**src/rtl/hgc_pkg.sv**
```systemverilog
package hgc_pkg;

    localparam int SIDES    = 4;
    localparam int SIDE_W   = 2;
    localparam int LUT_IDX  = 4;
    localparam int LUT_BITS = 1 << LUT_IDX;
    localparam int CFG_W    = 2 + 2 * SIDE_W + LUT_BITS;

    typedef enum logic [1:0] {
        MODE_ROUTE = 2'b00,
        MODE_LUT   = 2'b01,
        MODE_STORE = 2'b10,
        MODE_IDLE  = 2'b11
    } mode_e;

    // packed: first member is most significant, so mode sits at [1:0]
    typedef struct packed {
        logic [LUT_BITS-1:0] lut_bits;
        logic [SIDE_W-1:0]   out_side;
        logic [SIDE_W-1:0]   in_side;
        mode_e               mode;
    } cfg_t;

endpackage

```
**src/rtl/hgc_port_pick.sv**
```systemverilog
module hgc_port_pick
    import hgc_pkg::*;
#(
    parameter int DW = 8
) (
    input  logic [SIDES-1:0]    in_prog,
    input  logic [SIDES*DW-1:0] in_data,
    input  logic [SIDE_W-1:0]   sel,
    output logic                sel_prog,
    output logic [DW-1:0]       sel_data,
    output logic                sel_zero,
    output logic                any_trig,
    output logic [SIDE_W-1:0]   trig_side
);

    logic [DW-1:0]    words [SIDES];
    logic [SIDES-1:0] is_trig;

    for (genvar g = 0; g < SIDES; g++) begin : g_side
        assign words[g]   = in_data[g*DW +: DW];
        assign is_trig[g] = in_prog[g] && (words[g] == '0);
    end

    assign sel_prog = in_prog[sel];
    assign sel_data = words[sel];
    assign sel_zero = (sel_data == '0);
    assign any_trig = |is_trig;

    // lowest-numbered side has priority
    always_comb begin
        trig_side = '0;
        for (int i = SIDES - 1; i >= 0; i--) begin
            if (is_trig[i]) trig_side = SIDE_W'(i);
        end
    end

endmodule

```
**src/rtl/hgc_func.sv**
```systemverilog
module hgc_func
    import hgc_pkg::*;
#(
    parameter int DW = 8
) (
    input  mode_e               mode,
    input  logic [LUT_BITS-1:0] lut_bits,
    input  logic [DW-1:0]       sel_data,
    input  logic [DW-2:0]       store_q,
    output logic                fn_valid,
    output logic [DW-1:0]       fn_data,
    output logic                st_write,
    output logic [DW-2:0]       st_wdata
);

    always_comb begin
        fn_valid = 1'b0;
        fn_data  = '0;
        st_write = 1'b0;
        st_wdata = sel_data[DW-2:0];
        unique case (mode)
            MODE_ROUTE: begin
                fn_valid = 1'b1;
                fn_data  = sel_data;
            end
            MODE_LUT: begin
                fn_valid = 1'b1;
                fn_data  = {{(DW-1){1'b0}}, lut_bits[sel_data[LUT_IDX-1:0]]};
            end
            MODE_STORE: begin
                if (sel_data[DW-1]) begin
                    st_write = 1'b1;
                end else begin
                    fn_valid = 1'b1;
                    fn_data  = {1'b0, store_q};
                end
            end
            default: begin
                fn_valid = 1'b0;
            end
        endcase
    end

endmodule

```
**src/rtl/hgc_loader.sv**
```systemverilog
module hgc_loader
    import hgc_pkg::*;
#(
    parameter int DW     = 8,
    parameter int NCHUNK = 3
) (
    input  logic                 clk,
    input  logic                 rst,
    input  logic                 start,
    input  logic [SIDE_W-1:0]    start_side,
    input  logic [SIDES*DW-1:0]  in_data,
    output logic                 busy,
    output logic                 done,
    output logic [NCHUNK*DW-1:0] word
);

    localparam int ACC_W = NCHUNK * DW;
    localparam int CNT_W = (NCHUNK > 1) ? $clog2(NCHUNK) : 1;

    typedef struct packed {
        logic              busy;
        logic [SIDE_W-1:0] side;
        logic [CNT_W-1:0]  cnt;
        logic [ACC_W-1:0]  acc;
    } ld_t;

    ld_t ld_d, ld_q;
    logic [DW-1:0]    chunk;
    logic [ACC_W-1:0] shifted;

    assign chunk = in_data[int'(ld_q.side)*DW +: DW];

    // chunks shift in from the top, so the first one ends lowest
    if (NCHUNK == 1) begin : g_single
        assign shifted = chunk;
    end else begin : g_multi
        assign shifted = {chunk, ld_q.acc[ACC_W-1:DW]};
    end

    always_comb begin
        ld_d = ld_q;
        done = 1'b0;
        if (ld_q.busy) begin
            ld_d.acc = shifted;
            if (ld_q.cnt == CNT_W'(NCHUNK - 1)) begin
                done      = 1'b1;
                ld_d.busy = 1'b0;
                ld_d.cnt  = '0;
            end else begin
                ld_d.cnt = ld_q.cnt + CNT_W'(1);
            end
        end else if (start) begin
            ld_d.busy = 1'b1;
            ld_d.side = start_side;
            ld_d.cnt  = '0;
        end
    end

    always_ff @(posedge clk) begin
        if (rst) ld_q <= '0;
        else     ld_q <= ld_d;
    end

    assign busy = ld_q.busy;
    assign word = shifted;


    chunk_count_range_chk: assert property (@(posedge clk) disable iff (rst)
        ld_q.busy |-> (int'(ld_q.cnt) < NCHUNK));


    load_ends_after_last_chk: assert property (@(posedge clk) disable iff (rst)
        done |=> !ld_q.busy);

endmodule

```
**src/rtl/hgc_cell.sv**
```systemverilog
module hgc_cell
    import hgc_pkg::*;
#(
    parameter int DW = 8
) (
    input  logic                clk,
    input  logic                rst,
    input  logic [SIDES-1:0]    in_prog,
    input  logic [SIDES*DW-1:0] in_data,
    output logic [SIDES-1:0]    out_prog,
    output logic [SIDES*DW-1:0] out_data
);

    localparam int NCHUNK = (CFG_W + DW - 1) / DW;
    localparam int ACC_W  = NCHUNK * DW;

    typedef struct packed {
        cfg_t                cfg;
        logic [DW-2:0]       store;
        logic [SIDES-1:0]    oprog;
        logic [SIDES*DW-1:0] odata;
    } cell_t;

    cell_t st_d, st_q;

    logic              sel_prog, sel_zero, any_trig;
    logic [DW-1:0]     sel_data;
    logic [SIDE_W-1:0] trig_side;
    logic              fn_valid, st_write;
    logic [DW-1:0]     fn_data;
    logic [DW-2:0]     st_wdata;
    logic              ld_start, ld_busy, ld_done;
    logic [SIDE_W-1:0] ld_side;
    logic [ACC_W-1:0]  ld_word;

    hgc_port_pick #(.DW(DW)) u_pick (
        .in_prog   (in_prog),
        .in_data   (in_data),
        .sel       (st_q.cfg.in_side),
        .sel_prog  (sel_prog),
        .sel_data  (sel_data),
        .sel_zero  (sel_zero),
        .any_trig  (any_trig),
        .trig_side (trig_side)
    );

    hgc_func #(.DW(DW)) u_func (
        .mode     (st_q.cfg.mode),
        .lut_bits (st_q.cfg.lut_bits),
        .sel_data (sel_data),
        .store_q  (st_q.store),
        .fn_valid (fn_valid),
        .fn_data  (fn_data),
        .st_write (st_write),
        .st_wdata (st_wdata)
    );

    hgc_loader #(.DW(DW), .NCHUNK(NCHUNK)) u_load (
        .clk        (clk),
        .rst        (rst),
        .start      (ld_start),
        .start_side (ld_side),
        .in_data    (in_data),
        .busy       (ld_busy),
        .done       (ld_done),
        .word       (ld_word)
    );

    always_comb begin
        st_d       = st_q;
        st_d.oprog = '0;
        st_d.odata = '0;
        ld_start   = 1'b0;
        ld_side    = st_q.cfg.in_side;
        if (ld_busy) begin
            if (ld_done) st_d.cfg = cfg_t'(ld_word[CFG_W-1:0]);
        end else if (st_q.cfg.mode == MODE_IDLE) begin
            if (any_trig) begin
                ld_start = 1'b1;
                ld_side  = trig_side;
            end
        end else if (sel_prog) begin
            if (sel_zero) begin
                ld_start = 1'b1;
            end else begin
                st_d.oprog[st_q.cfg.out_side] = 1'b1;
                st_d.odata[int'(st_q.cfg.out_side)*DW +: DW] = sel_data - DW'(1);
            end
        end else begin
            if (fn_valid) st_d.odata[int'(st_q.cfg.out_side)*DW +: DW] = fn_data;
            if (st_write) st_d.store = st_wdata;
        end
    end

    always_ff @(posedge clk) begin
        if (rst) begin
            st_q          <= '0;
            st_q.cfg.mode <= MODE_IDLE;
        end else begin
            st_q <= st_d;
        end
    end

    assign out_prog = st_q.oprog;
    assign out_data = st_q.odata;


    quiet_during_load_chk: assert property (@(posedge clk) disable iff (rst)
        ld_busy |=> (out_prog == '0 && out_data == '0));


    idle_silent_chk: assert property (@(posedge clk) disable iff (rst)
        (st_q.cfg.mode == MODE_IDLE && !ld_busy) |=> (out_prog == '0 && out_data == '0));


    single_flag_chk: assert property (@(posedge clk) disable iff (rst)
        $onehot0(out_prog));


    hop_forward_chk: assert property (@(posedge clk) disable iff (rst)
        (!ld_busy && st_q.cfg.mode != MODE_IDLE && sel_prog && !sel_zero)
        |=> ($countones(out_prog) == 1));


    trigger_opens_load_chk: assert property (@(posedge clk) disable iff (rst)
        (!ld_busy && st_q.cfg.mode != MODE_IDLE && sel_prog && sel_zero)
        |=> (ld_busy && out_prog == '0));


    store_held_in_load_chk: assert property (@(posedge clk) disable iff (rst)
        ld_busy |=> $stable(st_q.store));

endmodule

```
**config.mk**
```make
export PLATFORM = sky130hd
export DESIGN_NAME = hgc_cell
export DESIGN_NICKNAME = d
export VERILOG_FILES = /design/src/rtl/hgc_pkg.sv /design/src/rtl/hgc_port_pick.sv /design/src/rtl/hgc_func.sv /design/src/rtl/hgc_loader.sv /design/src/rtl/hgc_cell.sv
export SDC_FILE = /design/constraint.sdc
export NUM_CORES = 1
export LEC_CHECK = 0
export BUFFER_PORTS_ARGS = -buffer_cell sky130_fd_sc_hd__buf_2
export CAP_MARGIN = 10
export CORE_MARGIN = 4
export CORE_UTILIZATION = 50
export CTS_CLUSTER_DIAMETER = 120
export DETAILED_ROUTE_END_ITERATION = 10
export PLACE_DENSITY_LB_ADDON = 0.12
export SETUP_SLACK_MARGIN = 0.3
export SYNTH_ARGS = -nofsm -noshare
export SYNTH_HDL_FRONTEND = slang
export SYNTH_SLANG_ARGS = --single-unit
```
**constraint.sdc**
```tcl
create_clock -name clk -period 2.7 [get_ports clk]
set_clock_uncertainty 0.05 [all_clocks]
set_input_delay 0.405 -clock clk [delete_from_list [all_inputs] [get_ports clk]]
set_output_delay 0.405 -clock clk [all_outputs]
set_load 0.01 [all_outputs]
```
# Yosys cells after proc, flatten, opt, wreduce, memory -nomap -nowiden
# Cells that the tools add are included.
# classes
addsub	3
bitwise	6
eq_ne	4
n_lt_le_gt_ge	5
n_reduce_logical	19
muxes	36
n_shift	4
# op_table
op	n
$mux W32	3
$shiftx A8 B33 Y32	2
$and A32 B32 Y32	2
$logic_not A8 Y1	5
$neg A5 Y33	1
$shift A8 B33 Y32 const A	1
$shiftx A32 B6 Y8	1
$pmux W8 S3	1
$bmux W8 S2	1
$mux W2	8
$mux W8	2
$mux W1	15
$sub A8 B1 Y8 const B	1
$mux W7	1
$eq A2 B2 Y1 const B	3
$lt A2 B3 Y1 const B	2
$logic_and A1 B1 Y1	5
$lt A4 B5 Y1 const B	1
$mux W5	1
$reduce_or A5 Y1	1
$bmux W1 S4	1
$reduce_and A2 Y1	2
$reduce_and A4 Y1	1
$reduce_or A4 Y1	1
13 further kinds	15
# totals
inputBits	38
out_inout_bits	36
wordCells	88
reg_bits	94

# Depth between registers and ports, before layout
# logic_depth
depth_word	11
ltp_mapped	10
depth_no_buf	8

# Cells and area by module
# Synthesis repeated with hierarchy kept, for this count alone.
# unflattened
cells_unflattened	472
area_unflattened_um2	4453.0
# modules_own_cells
mod	cells_each	seq_area_each_um2	instances	area_per_inst_um2
hgc_cell	291	1301.2	1	2657.5
hgc_loader	98	420.4	1	1069.8
hgc_func	51	0.0	1	365.4
hgc_port_pick	32	0.0	1	360.3

# Worst setup path before layout
# OpenSTA, ideal clock, no wires.
# synth_timing
path_type	flip-flop to flip-flop
startpoint	register st_q[45] in the netlist's numbering
endpoint	register st_q (netlist bit out_data[12])
arrival_time_ns	2.620
setup_time_ns	0.071
stages_incl_launch_ff	11
period_less_slack_ns	2.741
n_path_buf	2
setup_slack_ns	-0.041
required_time_ns	2.579
path_cell_list	dfxtp_1 > buf_6 > mux4_1 > buf_1 > inv_1 > ha_1 > inv_1 > or3_2 > o21ai_0 > a22oi_1 > nor2_1
# synth_via
elab_chain_len	11
word_cells_on_any_way	21
classes_between	1 x add/sub; 2 x shift; 14 x mux; 3 x bitwise; 1 x reduce/logical
# synth_rtl
item	line_no	rtl
start, declared	hgc_cell.sv:24	cell_t st_d, st_q;
start signal, assigned	hgc_cell.sv:100	st_q <= st_d;
$not A2 Y3 (implied by the code)	hgc_port_pick.sv:25	assign sel_data = words[sel];
$bmux W8 S2	hgc_port_pick.sv:25	
$mux W8 (implied by the code) (2 in series)	hgc_port_pick.sv:25	
$bmux W1 S4	hgc_func.sv:28	fn_data = {{(DW-1){1'b0}}, lut_bits[sel_data[LUT_IDX-1:0]]};
$mux W1 (implied by the code)	hgc_func.sv:28	
$pmux W8 S3	hgc_func.sv:21	unique case (mode)
$shiftx A8 B33 Y32	hgc_cell.sv:90	if (fn_valid) st_d.odata[int'(st_q.cfg.out_side)*DW +: DW] = fn_data;
$and A32 B32 Y32 (no line)	-	
$mux W32	hgc_cell.sv:90	
$mux W32 (*)	hgc_cell.sv:82	end else if (sel_prog) begin
# Mark *: on every way between the ends. The rest lies on a longest branch, timed or not. The select of a mux whose other input is x is not followed.
# A chain may end at the register's enable or synchronous reset.

# Worst setup path after layout
# layout_timing
startpoint	register st_q[45] in the netlist's numbering
endpoint	register st_q (netlist bit out_data[24])
# Same word-level chain as after synthesis.

==> results.yml <==
sta:
  timing.fmax_mhz: 400
  max-slew-margin-rel_pct: 61.9
  layout_worst_path_cycle_share_pct: 92.7
  worst_slew_pin_slew_ns: 0.570
  finalHoldViolCount: 0
  final-setup-viol-count: 0
  grt_setup_unrepaired: "yes"
  slew_violations: 0
  period_minus_slack_ns: 2.50
  layout_setup_ws_ns: 0.198
global_routing:
  grt-ovfl-total: 0
  grt_antenna_before_repair: 0
  gr_layer_usage_met3_pct: 4.14
  first_global_vias: 3141
  groute.layer.met1.usage_pct: 27.0
  met2_usage_pct: 33.2
  gr-usage-all-layers_pct: 20.5
  wire_length_of_the_first_global_routing_pass_um: 15800
  top_usage_layer: "met2"
  grt_start_max_net_pins: 29
die:
  placement_rows: 32
  design.die.area_um2: 9590
  coreArea_um2: 7810
  die_w_um: 97.9
  floorplan.io_pins: 74
  fp.dieH_um: 97.9
  initial_standard_cell_utilization_of_the_core_pct: 51.8
layout:
  fin_area_um2: 4870
  finish.utilization_pct: 62.4
  area_delta_synth_final_pct: 20.5
  num_antenna_cells: 0
  highest_count_cells_in_the_layout_ignoring_fill_and_taps: "dfxtp_1 (84), buf_2 (73), nor2_1 (60)"
  layout.nets: 503
  most_frequent_standard_cell_in_the_layout_excluding_fill_and_tap_cells: "dfxtp_1"
  layout-drive-gt1-share_pct: 35.8
clock_network:
  max-clock-path-buffers: 2
  cts_tree: "built"
  clock_sinks: 86
  cts_hold_bufs: 0
  numCtsBuffers: 9
  clock_slew_seen_by_the_registers_of_the_worst_setup_and_hold_paths_ns: 0.09
  cts-root-buf: "clkbuf_8"
  worstSkewPairLatency_ns: 0.36
  htree_levels: 3
detailed_routing:
  wirelength_um: 9720
  drt_iter0_drc: 189
  post_drt_via_cell_ratio: 5.61
  route.vias.total: 3158
  detailedRoute.firstPassIterationCount: 4
  remaining_drc_errors: 0
  routedWlPerCell_um: 17.3
  drtAntennaViolNets: 0
critical_path:
  worst-endpoint-arrival_ns: 2.69
  timing_worst_setup_path_type: "reg2reg"
  critical_path_peak_fanout: 6
  timing.critical_path.from_type: "flip-flop"
  critical_path.n_buffers_inverters: 1
  cpPeakStageDelay_ns: 0.53
  category_of_cells_accounting_for_the_largest_share_of_critical_path_delay: "simple AND/OR/NAND/NOR gates"
  critPathSlowestCell: "mux4_2"
  cells_traversed_along_the_worst_timing_path: "buf_6 -> mux4_2 -> or3_4 -> nor3_4 -> nand2_2 -> a32oi_2 -> a21oi_1"
  required_ns: 2.89
  end_kind: "flip-flop"
place:
  preCtsSetupSlack_ns: -0.0158
  postPlaceCellArea_um2: 4410
  gp_routability_congestion: 0.992
  io_buffers: 73
  dp.final_hpwl_um: 6940
synth:
  syn_nets: 446
  synth_seq_area_share_pct: 42.6
  synth_cells: 399
  fraction_of_registers_with_async_set_reset_pct: 0
  synth.yosys.warnings: 0
  postSynth.topFlopCell: "dfxtp_1"
  synth-edff-count: 0
  mappedNetlistArea_um2: 4040
  ff_latch_count_synth: 86
  post_synth.cell_area_avg_um2: 10.1
  post_synthesis_cell_type_count: 48
outcome:
  outcome: "completed"
hold_path:
  hold_class: "in2reg"
power:
  finalPower_mw: 2.60
  power_per_cell_area_nw_per_um2: 534
  power_leakage_nw: 1.96
  ir_worst_vdd_mv: 0.277
run:
  max-cap-violations: 0
[metal layers]
layer	routed length [um]	vias to the layer above	share of wire [%]
li1	-	1519	-
met1	4390	1507	45
met2	4520	116	47
met3	590	16	6.1
met4	211	0	2.2
met5	0	-	0
[sequential cells by signal, indices dropped and copies added (netlist names)]
name and flops:
st_q 29, out_prog 4, out_data 32, u_load.busy 1
u_load.word 16, u_load.ld_q 4
[report_power, final]
group	internal, mW	total [mW]	switching [mW]
clock	0.631	1.14	0.506
combinational	0.0876	0.197	0.109
sequential	1.27	1.27	0.000838
total	1.99	2.60	0.616
[through the flow]
step / hold WS [ns] / setup TNS [ns] / std cells
6_report: 0.382 / 0 / 563
5_1_grt: 0.415 / 0 / 563
4_1_cts: 0.363 / 0 / 557
3_5_place_dp: 0.404 / -0.0470 / 539
3_3_place_gp: 0.400 / 0 / 539
2_1_floorplan: 0.374 / 0 / 399
[cell usage after synthesis, types with 5 or more instances]
library cell | n | area (um^2)
a21oi_1 | 11 | 55.1
a22o_1 | 18 | 158
buf_4 | 36 | 270
clkbuf_1 | 14 | 52.6
dfxtp_1 | 86 | 1720
ha_1 | 9 | 113
inv_1 | 12 | 45.0
mux2i_1 | 33 | 330
mux4_1 | 8 | 210
mux4_2 | 9 | 203
nand2_1 | 17 | 63.8
nand3_1 | 5 | 25.0
nand4b_1 | 6 | 52.6
nor2_1 | 60 | 225
nor3_1 | 9 | 45.0
nor4_1 | 7 | 43.8
o21ai_0 | 6 | 30.0
o22ai_1 | 7 | 43.8
[timing repair]
| action | CTS | global route |
|---|---|---|
| cloned | 0 | 0 |
| pin swaps | 6 | 12 |
| gates resized for setup | 19 | 11 |
| setup endpoints to repair | 47 | 44 |
| hold endpoints to repair | 0 | 0 |
| setup buffers | 2 | 6 |
[worst paths after layout]
| path | from | endpoint | slack [ns] | depth (start not counted) |
|---|---|---|---|---|
| worst max-delay path | st_q[45]$_SDFFE_PP0P_ | out_data[24]$_SDFF_PP0_ | 0.20 | 7 |
| worst min-delay path | rst | u_load.ld_q[26]$_SDFFE_PP0P_ | 0.38 | 4 |
| worst max register to register | st_q[45]$_SDFFE_PP0P_ | out_data[24]$_SDFF_PP0_ | 0.20 | 7 |
| worst min register to register | u_load.word[7]$_SDFFE_PP0P_ | st_q[50]$_SDFFE_PP0P_ | 0.43 | 1 |
[worst register-to-register path: stages (launching register included)]
cell and delay [ns]:
dfxtp_4 0.41, buf_6 0.13, mux4_2 0.54, or3_4 0.47, nor3_4 0.18, nand2_2 0.20
a32oi_2 0.30, a21oi_1 0.10
[cell families (layout without fill, tap and decap cells)]
kind of cell / count (synthesis) / in the layout / synth area share, %
buffers and inverters: 68 / 130 / 9.87
and+or+nand+nor: 122 / 122 / 14.6
xor gates and xnor gates: 2 / 2 / 0.433
AOI/OAI and AO/OA: 60 / 60 / 10.8
DFF: 86 / 86 / 42.6
muxes: 52 / 52 / 18.9
adders and majority gates: 9 / 9 / 2.78
[cell type report]
class	instances	area, um^2
inverters	13	56.3
clock buffers	9	124
multi-input cells	245	2130
clock inverters	7	128
fillers	687	2940
well taps	102	128
repair buffers	101	583
flip-flops and latches	86	1730
Power figures use the tool's default switching activity.
